--- src/rtl/pwm2_gen.sv ---
module pwm2_gen #(
  parameter int CW = 16
) (
  input  logic          clk,
  input  logic          rst_n,
  input  logic          split,
  input  logic          run_hi,
  input  logic          run_lo,
  input  logic          oneshot,
  input  logic          pol,
  input  logic [1:0]    oe,
  input  logic [CW-1:0] reload,
  input  logic [CW-1:0] cmp,
  input  logic          gate_en,
  input  logic          gate_in,
  input  logic          latch_a,
  input  logic          latch_b,
  input  logic [1:0]    ovf_clr,
  output logic          pin_a,
  output logic          pin_b,
  output logic          ovf_hi,
  output logic          ovf_lo
);
  localparam int HW = CW / 2;

  typedef enum logic [1:0] {SS_IDLE, SS_ARM, SS_RUN} ss_t;

  logic [CW-1:0] cnt;
  logic          t_hi, t_lo;
  ss_t           ss;
  logic [1:0]    oe_q;
  logic          pol_a_q, pol_b_q;

  wire [HW-1:0] hi_cnt = cnt[CW-1:HW];
  wire [HW-1:0] lo_cnt = cnt[HW-1:0];

  wire gated    = gate_en & ~split & gate_in;
  wire hi_en    = (ss == SS_RUN) | (run_hi & (ss == SS_IDLE));
  wire lo_en    = split & run_lo;
  wire full_top = &cnt;
  wire hi_top   = &hi_cnt;
  wire lo_top   = &lo_cnt;
  wire hi_wrap  = hi_en & (split ? hi_top : full_top);
  wire lo_wrap  = lo_en & lo_top;
  wire hi_match = split ? (hi_cnt == cmp[CW-1:HW]) : (cnt == cmp);
  wire lo_match = lo_cnt == cmp[HW-1:0];

  always_ff @(posedge clk) begin
    if (!rst_n) begin
      cnt <= '0;
    end else if (!split) begin
      if (oneshot)    cnt <= reload;
      else if (hi_en) cnt <= full_top ? reload : cnt + 1'b1;
    end else begin
      if (oneshot)    cnt[CW-1:HW] <= reload[CW-1:HW];
      else if (hi_en) cnt[CW-1:HW] <= hi_top ? reload[CW-1:HW] : hi_cnt + 1'b1;
      if (lo_en)      cnt[HW-1:0]  <= lo_top ? reload[HW-1:0] : lo_cnt + 1'b1;
    end
  end

  always_ff @(posedge clk) begin
    if (!rst_n) begin
      t_hi <= 1'b0;
      t_lo <= 1'b0;
      ss   <= SS_IDLE;
    end else begin
      if (oneshot || hi_wrap)  t_hi <= 1'b0;
      else if (hi_en && hi_match) t_hi <= 1'b1;
      if (lo_wrap)             t_lo <= 1'b0;
      else if (lo_en && lo_match) t_lo <= 1'b1;
      if (oneshot)                       ss <= SS_ARM;
      else if (ss == SS_ARM && !gated)   ss <= SS_RUN;
      else if (ss == SS_RUN && hi_wrap)  ss <= SS_IDLE;
    end
  end

  always_ff @(posedge clk) begin
    if (!rst_n) begin
      ovf_hi <= 1'b0;
      ovf_lo <= 1'b0;
    end else begin
      if (hi_wrap)         ovf_hi <= 1'b1;
      else if (ovf_clr[1]) ovf_hi <= 1'b0;
      if (lo_wrap)         ovf_lo <= 1'b1;
      else if (ovf_clr[0]) ovf_lo <= 1'b0;
    end
  end

  wire rise_a = oe[0] & ~oe_q[0];
  wire rise_b = oe[1] & ~oe_q[1];

  always_ff @(posedge clk) begin
    if (!rst_n) begin
      oe_q    <= 2'b00;
      pol_a_q <= 1'b0;
      pol_b_q <= 1'b0;
    end else begin
      oe_q <= oe;
      if (rise_a) pol_a_q <= pol;
      if (rise_b) pol_b_q <= pol;
    end
  end

  wire start_a = rise_a ? pol : pol_a_q;
  wire start_b = rise_b ? pol : pol_b_q;

  assign pin_a = oe[0] ? (start_a ^ t_hi) : latch_a;
  assign pin_b = oe[1] ? (start_b ^ (split ? t_lo : t_hi)) : latch_b;

  a_r4_wrap_reload: assert property (@(posedge clk) disable iff (!rst_n)
    (!split && hi_en && full_top && !oneshot) |=> cnt == $past(reload));
  a_r6_lo_quiet: assert property (@(posedge clk) disable iff (!rst_n)
    (!split && !ovf_lo) |=> !ovf_lo);
  a_r7_hi_sticky: assert property (@(posedge clk) disable iff (!rst_n)
    (ovf_hi && !ovf_clr[1]) |=> ovf_hi);
  a_r8_idle_hold: assert property (@(posedge clk) disable iff (!rst_n)
    (ss == SS_IDLE && !run_hi && !oneshot && !split) |=> $stable(cnt));
  a_r9_gate_wait: assert property (@(posedge clk) disable iff (!rst_n)
    (ss == SS_ARM && gated && !oneshot) |=> ss == SS_ARM);
endmodule

--- config.mk ---
export PLATFORM = sky130hd
export DESIGN_NAME = pwm2_gen
export DESIGN_NICKNAME = d
export VERILOG_FILES = /design/src/rtl/pwm2_gen.sv
export SDC_FILE = /design/constraint.sdc
export NUM_CORES = 1
export LEC_CHECK = 0
export BUFFER_PORTS_ARGS = -buffer_cell sky130_fd_sc_hd__buf_2
export CORE_ASPECT_RATIO = 1.4
export CORE_UTILIZATION = 37
export CTS_BUF_LIST = sky130_fd_sc_hd__clkbuf_4 sky130_fd_sc_hd__clkbuf_8 sky130_fd_sc_hd__clkbuf_16
export CTS_CLUSTER_SIZE = 14
export DETAILED_ROUTE_END_ITERATION = 6
export PLACE_DENSITY = 0.61
export SLEW_MARGIN = 20
export SYNTH_ARGS = -nofsm -noshare
export SYNTH_HDL_FRONTEND = slang
export SYNTH_SLANG_ARGS = --single-unit
--- constraint.sdc ---
create_clock -name clk -period 2.85 [get_ports clk]
set_input_delay 0.1425 -clock clk [delete_from_list [all_inputs] [get_ports clk]]
set_output_delay 0.1425 -clock clk [all_outputs]
set_load 0.01 [all_outputs]
**Word level (Yosys, flattened, before mapping)**

Cells that the tools add are included.

- Bits in registers: 26
- Bits in latches: 0
- Memory bits (writable): 0
- ROM bits: 0
- Bits of input ports: 47
- Output and inout port bits: 4
- Word-level logic and storage cells: 78
- Memories kept: 0

- Add/subtract/negate cells: 3
- $mul: 0
- Divide/modulo/power cells: 0
- $lt $le $gt $ge: 0
- Eq/ne operators: 6
- Shifts and indexed selects: 0
- Muxes and demuxes: 23
- Bitwise gates (word level): 15
- Reduce and logical (&&, ||, !) cells: 20

Operators by type and width:

| cell | number |
|---|---|
| $mux W16 | 4 |
| $mux W8 | 5 |
| $add A16 B1 Y16 const B | 1 |
| $add A8 B1 Y8 const B | 2 |
| $eq A16 B16 Y1 | 1 |
| $eq A8 B8 Y1 | 2 |
| $reduce_and A16 Y1 | 1 |
| $reduce_and A8 Y1 | 2 |
| $mux W1 | 12 |
| $and A1 B1 Y1 | 8 |
| $reduce_bool A2 Y1 | 4 |
| $reduce_bool A3 Y1 | 2 |
| $reduce_or A2 Y1 | 3 |
| $logic_and A1 B1 Y1 | 4 |
| $mux W2 | 2 |
| $not A1 Y1 | 4 |
| $eq A2 B1 Y1 const B | 1 |
| $eq A2 B2 Y1 const B | 1 |
| $logic_not A2 Y1 | 1 |
| $ne A2 B1 Y1 const B | 1 |
| $reduce_and A2 Y1 | 1 |
| $xor A1 B1 Y1 | 2 |
| $logic_not A1 Y1 | 1 |
| $logic_or A1 B1 Y1 | 1 |
| $or A1 B1 Y1 | 1 |

**Longest topological paths before layout**

- Depth in word-level cells: 8
- Mapped depth: 8
- Depth with buffers taken out: 6

**Worst setup path before layout**

No wires, ideal clock.

- Kind: flip-flop to flip-flop
- Start: register cnt[8]
- End: register cnt[7]
- Library setup time: 0.119 ns
- Arrival: 1.762 ns
- Data required time: 2.731 ns
- Setup slack: 0.970 ns
- Cell stages (with the launch flop): 8
- Buffers on the path: 1
- Period minus slack after synthesis: 1.880 ns
- Path through: dfxtp_1 > ha_1 > and4_1 > a21oi_1 > o21a_1 > buf_6 > mux2_4 > o221a_1

- Word-level cells in the longest chain between the ends: 5

Ends and longest elaborated chain:

| element | RTL line | RTL |
|---|---|---|
| start: declaration | 28 | `logic [CW-1:0] cnt;` |
| start signal: assignment | 52 | `if (oneshot) cnt <= reload;` |
| start signal: assignment | 53 | `else if (hi_en) cnt <= full_top ? reload : cnt + 1'b1;` |
| start signal: indexed assignment | 55 | `if (oneshot) cnt[CW-1:HW] <= reload[CW-1:HW];` |
| $reduce_and A16 Y1 | 40 | `wire full_top = &cnt;` |
| $mux W16 (2 in a row) | 53 |  |
| $mux W16 | 52 |  |
| $mux W16 | 51 | `end else if (!split) begin` |

Every way passes these cells. The select of a mux whose other input is x is not followed.
A chain may end at the register's enable or synchronous reset.

**Worst setup path after layout**

Ends and elaborated chain as after synthesis.

==> impl_results.md <==
- Worst hold path class: in -> reg
- Initial core utilization: 0.388
- Fin crit period: 2280 ps
- Worst reg2reg path startpoint: cnt[8]
- Layout cells sized above 1: 0.209
- Synth Area in XOR/XNOR: 0.122
- H-tree Lvls: 1
- Yosys warnings: 0
- Commonest non-fill, non-tap cell in the layout: buf_2
- CORE AREA: between 0.005 and 0.006 mm2
- Root Buffer: clkbuf_8
- Mux cell area share after synthesis: 0.0577
- Slowest stage delay, CP: 550 ps
- Final setup margin: roughly 570 ps
- CTS Buf Count: 3
- Hold path start: oe[1]
- Number of sinks on the clock net: 26
- #FFs+latches synth: 26
- # IOs: 51
- CP arrival: 2460 ps
- Critical path required time: roughly 3000 ps
- CTS tree: done
- Final critical-path share of the clock period: 0.801
- Leakage power: 1.00 nW
- Endpoints failing setup: 0
- Antenna-violating nets left: 0
- Startpoint class of the critical path: register
- Clock latency on the worst-skew pair: 280 ps
- Post-synth ARST share: 0
- Fmax: 438 MHz
- Reg2reg end: cnt[7]
- Sequential share of the synthesized area: 0.258
- Number of synthesized flops with an enable pin: 0
- Setup TNS: 0 ps
- Critical path peak fanout: 10
- ANT cells: 0
- Hold path cells: 2
- Die width: 64.4 um
- Die Y: 89.4 um
- Multi-input logic area: ~0.0013 mm2
- Initial antenna violation count: 0
- Setup crit end kind: register
- Hold endpoint: oe_q[1]
- Cells on worst reg2reg path: 6
- Synth Flop Type: dfxtp_1
- Final wirelength: 5390 um
- Die ar.: 0.00576 mm2
- Placement Setup Slack: 611 ps
- Global route overflow: 0
- Avg Vias per Cell: 5.57
- Total GRT Usage: 0.198
- Synth area leaders: dfxtp_1 (26%), xor2_1 (8.7%), a21oi_1 (5.0%)
- Largest net degree at the start of global routing: 31
- Synth Cell Area: 0.00202 mm2
- Worst Skew: ~3.4 ps
- Drt pass-1 iters: 4
- Post-route DRC: 0
- Port buffer count: 50
- Postcts setup bufs: 0
- DR iter-0 viols: 146
- Relative slew margins: 0.578
- Area Growth Syn to Fin: 14.1%
- Share of the synthesized area in the top cell type: 0.258
- Vias in the first global route: 1843
- Syn Inst Count: 258
- Cell Rows: 31
- Pwr dens: 407 mW/mm2
- Final max-slew violation count: 0
- Placed instance count: 354
- Post-CTS sizing: 0
- RSZ-0062 raised after global routing: no
- Commonest cells after routing, fill and taps aside: buf_2 (50), dfxtp_1 (26), nand2_1 (24)
- Fin nets: 342
- Maximum vdd drop: 167 uV
- Final Hold Vio Count: 0
- Synth cell types: 53
- Worst-margin pin slew: roughly 630 ps
- Largest family of logic cells by synthesized area: simple AND/OR/NAND/NOR gates
- Flop-to-flop setup slack: around 570 ps
- Synth area leader: dfxtp_1
- Fill cells: 559
- Synth Net Count: 307
- Syn avg cell area: 7.82 um2
- Non-filler cells, final: 358
- Slowest library cell on the worst path: dfxtp_1
- Total design power: between 0.9 and 1 mW
- First-pass GRT wire length: 8840 um
- DP HPWL: 4180 um
- CP Cell Sequence: ha_1, and4_1, a21oi_1, o21a_1, mux2_4, o221a_1
- Worst hold slack: roughly 110 ps
- Avg WL per Cell: 15.0 um
- Register Area: 520 um2
- Clock-pin slew on the worst setup and hold paths: 100 ps
- Area share of fa/ha/maj cells after synthesis: 0.0124
- Total of max-cap violations: 0
- Detailed-route via count: 1994
- CTS Buffer Depth: 2
- Status: completed
- # hold bufs at CTS: 0
- Synth Area in Compound Gates: 0.221
- Simple-gate share of the synthesized area: 0.254
- CP Class: reg -> reg
- RePlAce Congestion: approximately 0.86
## Yosys cell counts, types with 3 or more instances
master,count
a21o_1,3
a21oi_1,20
a31oi_1,5
and2_1,5
and3_1,3
and4_1,3
buf_2,6
buf_4,5
buf_6,3
clkbuf_1,6
dfxtp_1,26
inv_1,7
mux2i_1,9
nand2_1,24
nand2b_1,4
nand3_1,11
nand4_1,8
nor2_1,14
nor2b_1,4
nor3_1,5
nor4_1,8
o21ai_0,9
o22ai_1,7
xnor2_1,8
xor2_1,20
## cell type report
type                            count  share of cell area
Timing Repair Buffer               51               0.112
Inverter                            7              0.0114
Tap cell                           66              0.0359
Clock buffer                        3              0.0179
Sequential cell                    26               0.226
Multi-Input combinational cell    204               0.584
Clock inverter                      1              0.0130
## worst max-delay path by stage
stage	startpoint	cells after the start	end
5_1_grt	cnt[8]	6	cnt[7]
2_1_floorplan	cnt[8]	7	cnt[7]
6_report	cnt[8]	6	cnt[7]
4_1_cts	cnt[8]	6	cnt[7]
3_3_place_gp	cnt[8]	6	cnt[7]
3_5_place_dp	cnt[8]	6	cnt[7]
## state kept, by name, indices dropped and copies added, names as in the netlist
| signal | flops |
|---|---|
| pol_a_q | 1 |
| ss | 2 |
| pol_b_q | 1 |
| ovf_lo | 1 |
| cnt | 16 |
| oe_q | 2 |
| ovf_hi | 1 |
| t_hi | 1 |
| t_lo | 1 |
## metrics by stage
stage          cell area, um2  utilization
2_1_floorplan            2020            -
3_3_place_gp             2230        0.429
3_5_place_dp             2230        0.429
4_1_cts                  2300        0.443
5_1_grt                  2300        0.443
6_report                 2300        0.443
## worst max-delay path: cells and delay by family (launching register included)
kind | cells | cell delay (ps)
compound gates | 3 | 650
flops | 1 | 550
fa+ha+maj | 1 | 350
mux | 1 | 330
simple gates | 1 | 300
## layer usage
layer / GRT usage / up-vias / wire length [um]
li1: - / 1007 / -
met2: 0.360 / 50 / 2760
met5: 0 / - / 0
met4: 0.113 / 0 / 235
met1: 0.224 / 921 / 2230
met3: 0.0217 / 16 / 162
## kinds of logic after synthesis
group                    count (synthesis)
AO/OA/AOI/OAI                           67
XOR/XNOR                                28
multiplexers                            11
flip-flops                              26
AND/OR/NAND/NOR                         96
adder cells (fa/ha/maj)                  2
buffers and inverters                   28
## power breakdown
group	internal, mW	switching [mW]	leakage [nW]
clock	0.188	0.128	0.0357
sequential	0.385	0.0398	0.213
combinational	0.0938	0.103	0.751
total	0.667	0.271	1.00
Power figures use the tool's default switching activity.
